==> config.mk <==
export PLATFORM = sky130hd
export DESIGN_NAME = rxq_ring_mgr
export DESIGN_NICKNAME = d
export VERILOG_FILES = /design/src/rtl/rxq_pkg.sv /design/src/rtl/rxq_rst_sync.sv /design/src/rtl/rxq_ring_ptr.sv /design/src/rtl/rxq_seq.sv /design/src/rtl/rxq_ring_mgr.sv
export SDC_FILE = /design/constraint.sdc
export NUM_CORES = 1
export LEC_CHECK = 0
export BUFFER_PORTS_ARGS = -buffer_cell sky130_fd_sc_hd__buf_2
export CAP_MARGIN = 10
export CORE_MARGIN = 1.5
export CORE_UTILIZATION = 30
export DETAILED_ROUTE_END_ITERATION = 6
export PLACE_DENSITY = 0.5
export SYNTH_ARGS = -nofsm -noshare
export SYNTH_HDL_FRONTEND = slang
export SYNTH_SLANG_ARGS = --single-unit
==> constraint.sdc <==
create_clock -name clk -period 13.3 [get_ports clk]
set_input_delay 1.33 -clock clk [delete_from_list [all_inputs] [get_ports clk]]
set_output_delay 1.33 -clock clk [all_outputs]
set_load 0.02 [all_outputs]
==> src/rtl/rxq_pkg.sv <==
package rxq_pkg;
  localparam int WORD_BYTES  = 4;
  localparam int ENTRY_BYTES = 8;
  localparam int IDX_W       = 15;
  localparam int LEN_W       = 16;
  localparam int ERR_W       = 5;

  // status word 0 bit positions
  localparam int B_OWN   = 31;
  localparam int B_OK    = 30;
  localparam int B_EOF   = 29;
  localparam int B_EOB   = 28;
  localparam int B_OVR   = 20;
  localparam int B_FRAME = 19;
  localparam int B_RUNT  = 18;
  localparam int B_EXTRA = 17;
  localparam int B_CRC   = 16;
  localparam int B_CRCIN = 15;

  // frm_err input positions
  localparam int E_CRC   = 0;
  localparam int E_EXTRA = 1;
  localparam int E_RUNT  = 2;
  localparam int E_FRAME = 3;
  localparam int E_CRCIN = 4;

  typedef enum logic [1:0] {S_IDLE, S_RD_DESC, S_WR_ST1, S_WR_ST0} seq_state_e;

  function automatic logic [31:0] stat0_word(input logic [ERR_W-1:0] err, input logic ovr);
    logic [31:0] w;
    w          = '0;
    w[B_OWN]   = 1'b1;
    w[B_OK]    = ~(|err[E_FRAME:E_CRC]) & ~ovr;
    w[B_EOF]   = 1'b1;
    w[B_EOB]   = 1'b1;
    w[B_OVR]   = ovr;
    w[B_FRAME] = err[E_FRAME];
    w[B_RUNT]  = err[E_RUNT];
    w[B_EXTRA] = err[E_EXTRA];
    w[B_CRC]   = err[E_CRC];
    w[B_CRCIN] = err[E_CRCIN];
    return w;
  endfunction
endpackage

==> src/rtl/rxq_rst_sync.sv <==
module rxq_rst_sync (
  input  logic clk,
  input  logic rst_n,
  output logic rst_n_sync
);
  logic [1:0] stage_q;

  always_ff @(posedge clk or negedge rst_n) begin
    if (!rst_n) stage_q <= 2'b00;
    else        stage_q <= {stage_q[0], 1'b1};
  end

  assign rst_n_sync = stage_q[1];
endmodule

==> src/rtl/rxq_ring_ptr.sv <==
module rxq_ring_ptr #(
  parameter int AW = 32,
  parameter int LW = 16,
  parameter int CW = 8
) (
  input  logic          clk,
  input  logic          rst_n,
  input  logic          en,
  input  logic [AW-1:0] base,
  input  logic [LW-1:0] len,
  input  logic          enq_valid,
  input  logic [CW-1:0] enq_cnt,
  input  logic          consume,
  output logic [AW-1:0] ptr,
  output logic          has_room
);
  import rxq_pkg::*;

  localparam logic [AW:0] STEP = (AW+1)'(ENTRY_BYTES);

  logic [AW-1:0] ptr_q, ptr_d;
  logic [CW-1:0] cnt_q, cnt_d;
  logic [AW:0]   ptr_next_wide, ring_end;
  logic          upd;

  assign ptr_next_wide = {1'b0, ptr_q} + STEP;
  assign ring_end      = {1'b0, base} + (AW+1)'(len);

  always_comb begin
    ptr_d = ptr_q;
    cnt_d = cnt_q;
    upd   = 1'b0;
    if (!en) begin
      ptr_d = base;
      cnt_d = '0;
      upd   = 1'b1;
    end else begin
      if (consume) begin
        ptr_d = (ptr_next_wide >= ring_end) ? base : ptr_next_wide[AW-1:0];
        upd   = 1'b1;
      end
      if (enq_valid || consume) begin
        cnt_d = cnt_q + (enq_valid ? enq_cnt : '0) - (consume ? CW'(1) : '0);
        upd   = 1'b1;
      end
    end
  end

  always_ff @(posedge clk or negedge rst_n) begin
    if (!rst_n) begin
      ptr_q <= '0;
      cnt_q <= '0;
    end else if (upd) begin
      ptr_q <= ptr_d;
      cnt_q <= cnt_d;
    end
  end

  assign ptr      = ptr_q;
  assign has_room = (cnt_q != '0);

  // an entry is never taken from an empty ring
  a_r7_no_underflow: assert property (@(posedge clk) disable iff (!rst_n)
    (en && consume) |-> has_room);

  // pointer stays inside the ring while running
  a_r5_ptr_in_ring: assert property (@(posedge clk) disable iff (!rst_n)
    (en && $past(en) && $stable(base) && $stable(len) && len != '0)
      |-> ({1'b0, ptr} >= {1'b0, base} && {1'b0, ptr} < ring_end));

  // disabling returns the pointer to base
  a_r10_rewind: assert property (@(posedge clk) disable iff (!rst_n)
    (!en && $stable(base)) |=> (ptr == base && !has_room));
endmodule

==> src/rtl/rxq_seq.sv <==
module rxq_seq #(
  parameter int AW = 32
) (
  input  logic                      clk,
  input  logic                      rst_n,
  input  logic                      en,
  input  logic                      frm_valid,
  input  logic [rxq_pkg::LEN_W-1:0] frm_len,
  input  logic [rxq_pkg::ERR_W-1:0] frm_err,
  output logic                      frm_ready,
  input  logic                      room,
  input  logic [AW-1:0]             dptr,
  input  logic [AW-1:0]             sptr,
  output logic                      consume,
  output logic                      mem_req,
  output logic                      mem_we,
  output logic [AW-1:0]             mem_addr,
  output logic [31:0]               mem_wdata,
  input  logic                      mem_gnt,
  input  logic [31:0]               mem_rdata,
  output logic                      rx_event
);
  import rxq_pkg::*;

  localparam logic [AW-1:0] W1_OFS = AW'(WORD_BYTES);

  seq_state_e       state_q, state_d;
  logic [LEN_W-1:0] len_q, len_d;
  logic [ERR_W-1:0] err_q, err_d;
  logic [IDX_W-1:0] idx_q, idx_d;
  logic             ovr_q, ovr_d;
  logic             evt_q, evt_d;
  logic             cap_frame, cap_idx;

  always_comb begin
    state_d   = state_q;
    ovr_d     = ovr_q;
    evt_d     = 1'b0;
    cap_frame = 1'b0;
    cap_idx   = 1'b0;
    consume   = 1'b0;
    mem_req   = 1'b0;
    mem_we    = 1'b0;
    mem_addr  = '0;
    mem_wdata = '0;
    frm_ready = en && (state_q == S_IDLE);
    if (!en) begin
      state_d = S_IDLE;
      ovr_d   = 1'b0;
    end else begin
      unique case (state_q)
        S_IDLE: begin
          if (frm_valid) begin
            if (room) begin
              cap_frame = 1'b1;
              state_d   = S_RD_DESC;
            end else begin
              ovr_d = 1'b1;
            end
          end
        end
        S_RD_DESC: begin
          mem_req  = 1'b1;
          mem_addr = dptr + W1_OFS;
          if (mem_gnt) begin
            cap_idx = 1'b1;
            state_d = S_WR_ST1;
          end
        end
        S_WR_ST1: begin
          mem_req   = 1'b1;
          mem_we    = 1'b1;
          mem_addr  = sptr + W1_OFS;
          mem_wdata = {1'b1, idx_q, len_q};
          if (mem_gnt) state_d = S_WR_ST0;
        end
        S_WR_ST0: begin
          mem_req   = 1'b1;
          mem_we    = 1'b1;
          mem_addr  = sptr;
          mem_wdata = stat0_word(err_q, ovr_q);
          if (mem_gnt) begin
            consume = 1'b1;
            evt_d   = 1'b1;
            ovr_d   = 1'b0;
            state_d = S_IDLE;
          end
        end
        default: state_d = S_IDLE;
      endcase
    end
  end

  always_comb begin
    len_d = cap_frame ? frm_len : len_q;
    err_d = cap_frame ? frm_err : err_q;
    idx_d = cap_idx ? mem_rdata[30:16] : idx_q;
  end

  always_ff @(posedge clk or negedge rst_n) begin
    if (!rst_n) begin
      state_q <= S_IDLE;
      ovr_q   <= 1'b0;
      evt_q   <= 1'b0;
    end else begin
      state_q <= state_d;
      ovr_q   <= ovr_d;
      evt_q   <= evt_d;
    end
  end

  always_ff @(posedge clk or negedge rst_n) begin
    if (!rst_n) begin
      len_q <= '0;
      err_q <= '0;
    end else if (cap_frame) begin
      len_q <= len_d;
      err_q <= err_d;
    end
  end

  always_ff @(posedge clk or negedge rst_n) begin
    if (!rst_n)       idx_q <= '0;
    else if (cap_idx) idx_q <= idx_d;
  end

  assign rx_event = evt_q;

  // request fields hold until granted
  a_r9_hold_request: assert property (@(posedge clk) disable iff (!rst_n || !en)
    (mem_req && !mem_gnt) |=> (mem_req && $stable(mem_addr) && $stable(mem_we) && $stable(mem_wdata)));

  // event follows a granted word-0 write at the status pointer
  a_r8_event_after_w0: assert property (@(posedge clk) disable iff (!rst_n)
    $rose(rx_event) |-> $past(mem_req && mem_we && mem_gnt && mem_addr == sptr));

  // a frame offered without room makes no memory access
  a_r7_drop_quiet: assert property (@(posedge clk) disable iff (!rst_n)
    (en && frm_valid && frm_ready && !room) |=> !mem_req);

  // nothing happens while the engine is off
  a_r1_off_quiet: assert property (@(posedge clk) disable iff (!rst_n)
    !en |-> (!mem_req && !frm_ready));
endmodule

==> src/rtl/rxq_ring_mgr.sv <==
module rxq_ring_mgr #(
  parameter int AW = 32,
  parameter int LW = 16,
  parameter int CW = 8
) (
  input  logic          clk,
  input  logic          rst_n,
  input  logic          rx_enable,
  input  logic [AW-1:0] desc_base,
  input  logic [LW-1:0] desc_len,
  input  logic [AW-1:0] stat_base,
  input  logic [LW-1:0] stat_len,
  input  logic          desc_enq_valid,
  input  logic [CW-1:0] desc_enq_cnt,
  input  logic          stat_enq_valid,
  input  logic [CW-1:0] stat_enq_cnt,
  input  logic          frm_valid,
  input  logic [15:0]   frm_len,
  input  logic [4:0]    frm_err,
  output logic          frm_ready,
  output logic          mem_req,
  output logic          mem_we,
  output logic [AW-1:0] mem_addr,
  output logic [31:0]   mem_wdata,
  input  logic          mem_gnt,
  input  logic [31:0]   mem_rdata,
  output logic          rx_active,
  output logic          rx_event
);
  logic          rst_n_s;
  logic          active_q;
  logic          consume;
  logic [AW-1:0] dptr, sptr;
  logic          d_room, s_room;

  rxq_rst_sync u_rst (
    .clk        (clk),
    .rst_n      (rst_n),
    .rst_n_sync (rst_n_s)
  );

  always_ff @(posedge clk or negedge rst_n_s) begin
    if (!rst_n_s) active_q <= 1'b0;
    else          active_q <= rx_enable;
  end

  assign rx_active = active_q;

  rxq_ring_ptr #(.AW(AW), .LW(LW), .CW(CW)) u_desc_ring (
    .clk       (clk),
    .rst_n     (rst_n_s),
    .en        (rx_enable),
    .base      (desc_base),
    .len       (desc_len),
    .enq_valid (desc_enq_valid),
    .enq_cnt   (desc_enq_cnt),
    .consume   (consume),
    .ptr       (dptr),
    .has_room  (d_room)
  );

  rxq_ring_ptr #(.AW(AW), .LW(LW), .CW(CW)) u_stat_ring (
    .clk       (clk),
    .rst_n     (rst_n_s),
    .en        (rx_enable),
    .base      (stat_base),
    .len       (stat_len),
    .enq_valid (stat_enq_valid),
    .enq_cnt   (stat_enq_cnt),
    .consume   (consume),
    .ptr       (sptr),
    .has_room  (s_room)
  );

  rxq_seq #(.AW(AW)) u_seq (
    .clk       (clk),
    .rst_n     (rst_n_s),
    .en        (active_q && rx_enable),
    .frm_valid (frm_valid),
    .frm_len   (frm_len),
    .frm_err   (frm_err),
    .frm_ready (frm_ready),
    .room      (d_room && s_room),
    .dptr      (dptr),
    .sptr      (sptr),
    .consume   (consume),
    .mem_req   (mem_req),
    .mem_we    (mem_we),
    .mem_addr  (mem_addr),
    .mem_wdata (mem_wdata),
    .mem_gnt   (mem_gnt),
    .mem_rdata (mem_rdata),
    .rx_event  (rx_event)
  );

  // active follows enable by one clock
  a_r1_active_follows: assert property (@(posedge clk) disable iff (!rst_n_s)
    $rose(rx_enable) |=> rx_active);
endmodule

==> impl_metrics.prom <==
# TYPE chip_impl_metric gauge
chip_impl_metric{name="finish.net_count",unit=""} 2090
chip_impl_metric{name="maxSlewHeadroom",unit=""} 0.2301
chip_impl_metric{name="skew",unit="ns"} 0.01142
chip_impl_metric{name="start_util",unit=""} 0.3058
chip_impl_info{name="critical_path.startpoint_type",value="input port"} 1
chip_impl_info{name="slowest_stage",value="a2111oi_0"} 1
chip_impl_metric{name="max_clock_freq",unit="GHz"} 0.1535
chip_impl_metric{name="yosysWarningCount",unit=""} 0
chip_impl_metric{name="synth_async_sr_flop_share",unit=""} 1.000
chip_impl_metric{name="cts-buffers-inserted",unit=""} 17
chip_impl_metric{name="synth-edff-count",unit=""} 0
chip_impl_metric{name="final-max-slew-violation-count",unit=""} 0
chip_impl_info{name="synth.most_common_cell",value="nand2_1"} 1
chip_impl_metric{name="number_of_global_route_vias_before_repair",unit=""} 12010
chip_impl_metric{name="route.antenna.remaining_nets",unit=""} 0
chip_impl_info{name="worst_setup_path_endpoint",value="u_desc_ring.ptr[16]"} 1
chip_impl_metric{name="synth_fp_nets",unit=""} 1926
chip_impl_metric{name="clkSlewWorstSetupHoldPaths",unit="ns"} 0.06
chip_impl_metric{name="routed_wl_per_cell",unit="um"} 17.23
chip_impl_metric{name="htree_num_levels",unit=""} 4
chip_impl_info{name="synth_common_cells",value="nand2_1 (168), ha_1 (134), dfrtp_1 (123)"} 1
chip_impl_info{name="min_path_type",value="flip-flop to async pin"} 1
chip_impl_info{name="worst_path_dominant_cell_family",value="compound AO/OA/AOI/OAI gates"} 1
chip_impl_info{name="timing.critical_path.cells",value="buf_2, ha_1, fa_1, a211oi_1, o21ai_0, a211oi_1, nor3_1, o31ai_1, buf_4, nand2_1, xnor2_1, ha_1, a21oi_1, o21ai_0, a2111oi_0, o211ai_1, a41oi_4, buf_4, mux2_2, o22a_1"} 1
chip_impl_metric{name="area_growth_syn_to_layout",unit="%"} 15.90
chip_impl_metric{name="dpl.hpwl",unit="mm"} 32.09
chip_impl_info{name="critPathKind",value="input port to flip-flop"} 1
chip_impl_info{name="outcome",value="complete, no violations"} 1
chip_impl_metric{name="setup-tns-final",unit="ns"} 0
chip_impl_metric{name="finalWorstPathRequiredPeriod",unit="ns"} 6.513
chip_impl_metric{name="synth.cell_area",unit="sq um"} 13260
chip_impl_metric{name="chip_height",unit="um"} 213.2
chip_impl_metric{name="critical_path_required",unit="ns"} 13.64
chip_impl_info{name="netlist.top_cell.by_area",value="dfrtp_1"} 1
chip_impl_info{name="synth.top_cells.by_area",value="dfrtp_1 (23%), ha_1 (13%), xnor2_1 (6.7%)"} 1
chip_impl_metric{name="final-setup-viol-count",unit=""} 0
chip_impl_metric{name="hold_viol_final",unit=""} 0
chip_impl_metric{name="final_layout_size_suffix_gt1_frac",unit=""} 0.1952
chip_impl_metric{name="routabilityCongestion",unit=""} 0.8649
chip_impl_metric{name="placementRows",unit=""} 76
chip_impl_metric{name="worst-path-buf-inv",unit=""} 3
chip_impl_metric{name="drt_iter0_markers",unit=""} 818
chip_impl_metric{name="post_dp_cell_area",unit="sq um"} 14780
chip_impl_metric{name="postLayoutCellArea",unit="sq um"} 15370
chip_impl_metric{name="worst-r2r-setup-slack",unit="ns"} 8.08
chip_impl_metric{name="clk_path_buf_depth",unit=""} 2
chip_impl_metric{name="timing.final.crit_share",unit=""} 0.4897
chip_impl_metric{name="fp.dieArea",unit="sq um"} 45470
chip_impl_metric{name="postCtsSetupBuffers",unit=""} 0
chip_impl_metric{name="route.final.wire_length",unit="mm"} 40.96
chip_impl_metric{name="cts-hold-fix-buffers",unit=""} 0
chip_impl_metric{name="cpPeakStageDelay",unit="ns"} 0.60
chip_impl_info{name="crit_path_start",value="desc_base[0]"} 1
chip_impl_metric{name="yosysUniqueCellTypes",unit=""} 79
chip_impl_metric{name="cap_violations",unit=""} 0
chip_impl_metric{name="grt_max_degree",unit=""} 62
chip_impl_info{name="ys.flop_type",value="dfrtp_1"} 1
chip_impl_metric{name="grt.overflow.total",unit=""} 0
chip_impl_info{name="tritoncts",value="yes"} 1
chip_impl_metric{name="first_pass_grt_wire_length",unit="mm"} 64.41
chip_impl_metric{name="critical_path_arrival",unit="ns"} 6.85
chip_impl_metric{name="port_buffers",unit=""} 223
chip_impl_metric{name="power-per-cell-area",unit="nW/um^2"} 128.5
chip_impl_metric{name="postCtsResizedCells",unit=""} 0
chip_impl_info{name="critical_path.endpoint_type",value="flip-flop"} 1
chip_impl_metric{name="timing.critical_path.fanout_max",unit=""} 40
chip_impl_metric{name="antenna_violations_before_repair",unit=""} 0
chip_impl_metric{name="detailroute.via_count",unit=""} 12390
chip_impl_metric{name="vias_per_cell",unit=""} 5.210
chip_impl_metric{name="num_antenna_cells",unit=""} 0
chip_impl_metric{name="die_w",unit="um"} 213.2
chip_impl_metric{name="r2r_cells",unit=""} 15
chip_impl_metric{name="worst-slew-pin-transition",unit="ns"} 1.152
chip_impl_metric{name="post_synth_inst_count",unit=""} 1616
chip_impl_metric{name="track_usage",unit=""} 0.1812
chip_impl_metric{name="core_area",unit="sq um"} 43360
chip_impl_metric{name="post-route-drc-count",unit=""} 0
chip_impl_info{name="clock_tree.root_cell",value="clkbuf_16"} 1
chip_impl_info{name="crit_reg_reg_startpoint",value="u_stat_ring.ptr[4]"} 1
chip_impl_metric{name="drt-pass1-iter-count",unit=""} 5
chip_impl_metric{name="insertion_delay",unit="ns"} 0.45
chip_impl_metric{name="syn-mean-instance-area",unit="sq um"} 8.206
chip_impl_info{name="critical_path.reg2reg.endpoint",value="u_stat_ring.ptr[9]"} 1
chip_impl_metric{name="tritoncts_num_sinks",unit=""} 123
chip_impl_metric{name="synth_seq_cells",unit=""} 123
chip_impl_metric{name="synth_top_area_frac",unit=""} 0.2321
chip_impl_metric{name="synth_sequential_area_ratio",unit=""} 0.2321
chip_impl_metric{name="max_rail_drop_vdd",unit="V"} 0.0001038
chip_impl_metric{name="io-pin-count",unit=""} 241
chip_impl_metric{name="finalHoldWorstSlack",unit="ns"} 0.3146
chip_impl_info{name="unrepaired_setup_endpoints_after_global_routing",value="no"} 1
chip_impl_metric{name="p_leak",unit="nW"} 6.811
chip_impl_metric{name="cp_num_cells",unit=""} 20
-- kinds of logic after synthesis --
group	share of synthesized area
DFF	0.2321
adders and majority gates	0.1325
and+or+nand+nor	0.2172
other	0.0002828
buffers and inverters	0.06265
AOI/OAI and AO/OA	0.1765
muxes	0.07049
xor gates and xnor gates	0.1083
-- layer usage --
layer  share of wire  wire [um]  GRT usage  up-vias
met2            0.45      18340     0.2856      280
li1                -          -          -     6157
met5               0          0          0        -
met4           0.026       1052    0.06459        0
met1            0.49      20120     0.2512     5906
met3           0.036       1456    0.02574       47
-- flip-flops by register name, indices dropped and copies added, names as in the netlist --
register,count
rx_active,1
u_seq.len_q,16
u_desc_ring.cnt_q,8
u_seq.ovr_q,1
u_seq.err_q,5
u_seq.rx_event,1
u_seq.state_q,2
u_seq.idx_q,15
u_rst.stage_q,2
u_stat_ring.ptr,32
u_desc_ring.ptr,32
u_stat_ring.cnt_q,8
-- power by group --
| group | total [mW] | switching (mW) | leakage, nW | internal, mW |
|---|---|---|---|---|
| Combinational | 0.844 | 0.447 | 5.02 | 0.396 |
| Sequential | 0.652 | 0.167 | 1.50 | 0.485 |
| Clock | 0.479 | 0.210 | 0.284 | 0.269 |
| Total | 1.97 | 0.824 | 6.81 | 1.15 |
-- placed cells by master (no fill, tap or decap), types with 7 or more instances in the layout --
cell / count
and3_1: 26
nand2b_1: 9
or3_1: 7
mux2i_1: 36
nand3b_1: 8
nand2_1: 168
a21o_1: 18
nand3_1: 74
a22o_1: 8
a211oi_1: 13
or2_2: 7
nor3_1: 38
clkbuf_16: 17
nor2b_1: 17
nand4_1: 40
inv_1: 85
a32oi_1: 15
a222oi_1: 10
and2_1: 39
a22oi_1: 15
o22a_1: 8
a21oi_1: 97
xnor2_1: 101
nor2_1: 97
o21ai_0: 66
ha_1: 133
mux2_2: 51
buf_2: 223
o31ai_1: 11
inv_6: 8
dfrtp_1: 122
buf_4: 17
xor2_1: 63
o211ai_1: 24
and4_1: 13
-- area by class of cell --
| type | count | area, sq um |
|---|---|---|
| clock buffer | 18 | 439.2 |
| clock inverter | 14 | 146.4 |
| fill | 4607 | 27990 |
| inverter | 86 | 322.8 |
| multi-input combinational | 1312 | 9403 |
| sequential | 123 | 3082 |
| tap | 585 | 732.0 |
| timing repair buffer | 240 | 1244 |
-- worst min path at each step --
stage | slack (ns) | to | start
after detailed placement | 0.34 | u_stat_ring.cnt_q[6] | u_rst.stage_q[1]
final | 0.31 | u_stat_ring.cnt_q[5] | u_rst.stage_q[1]
after CTS | 0.34 | u_stat_ring.cnt_q[6] | u_rst.stage_q[1]
after global placement | 0.34 | u_stat_ring.cnt_q[6] | u_rst.stage_q[1]
after global routing | 0.37 | u_stat_ring.cnt_q[5] | u_rst.stage_q[1]
after floorplan | 0.33 | u_rst.stage_q[1] | u_rst.stage_q[0]
-- per-stage QoR --
stage	setup slack (ns)	std cells	power, mW	utilization
global route	6.436	2378	2.142	0.3544
floorplan	7.245	1616	1.282	-
detailed placement	6.331	2345	1.497	0.3407
CTS	6.782	2377	1.991	0.3543
global placement	6.362	2345	1.474	0.3407
finish	6.787	2378	1.975	0.3544
-- worst register-to-register path: cells and delay by family (launching register included) --
kind            cells  cell delay, ns
compound gates      2            0.69
xor+xnor            1            0.18
fa+ha+maj           2            0.63
buf+inv             2            0.48
flops               1            0.54
simple gates        8            2.58
Note: power is estimated with default switching activity, not from simulation.
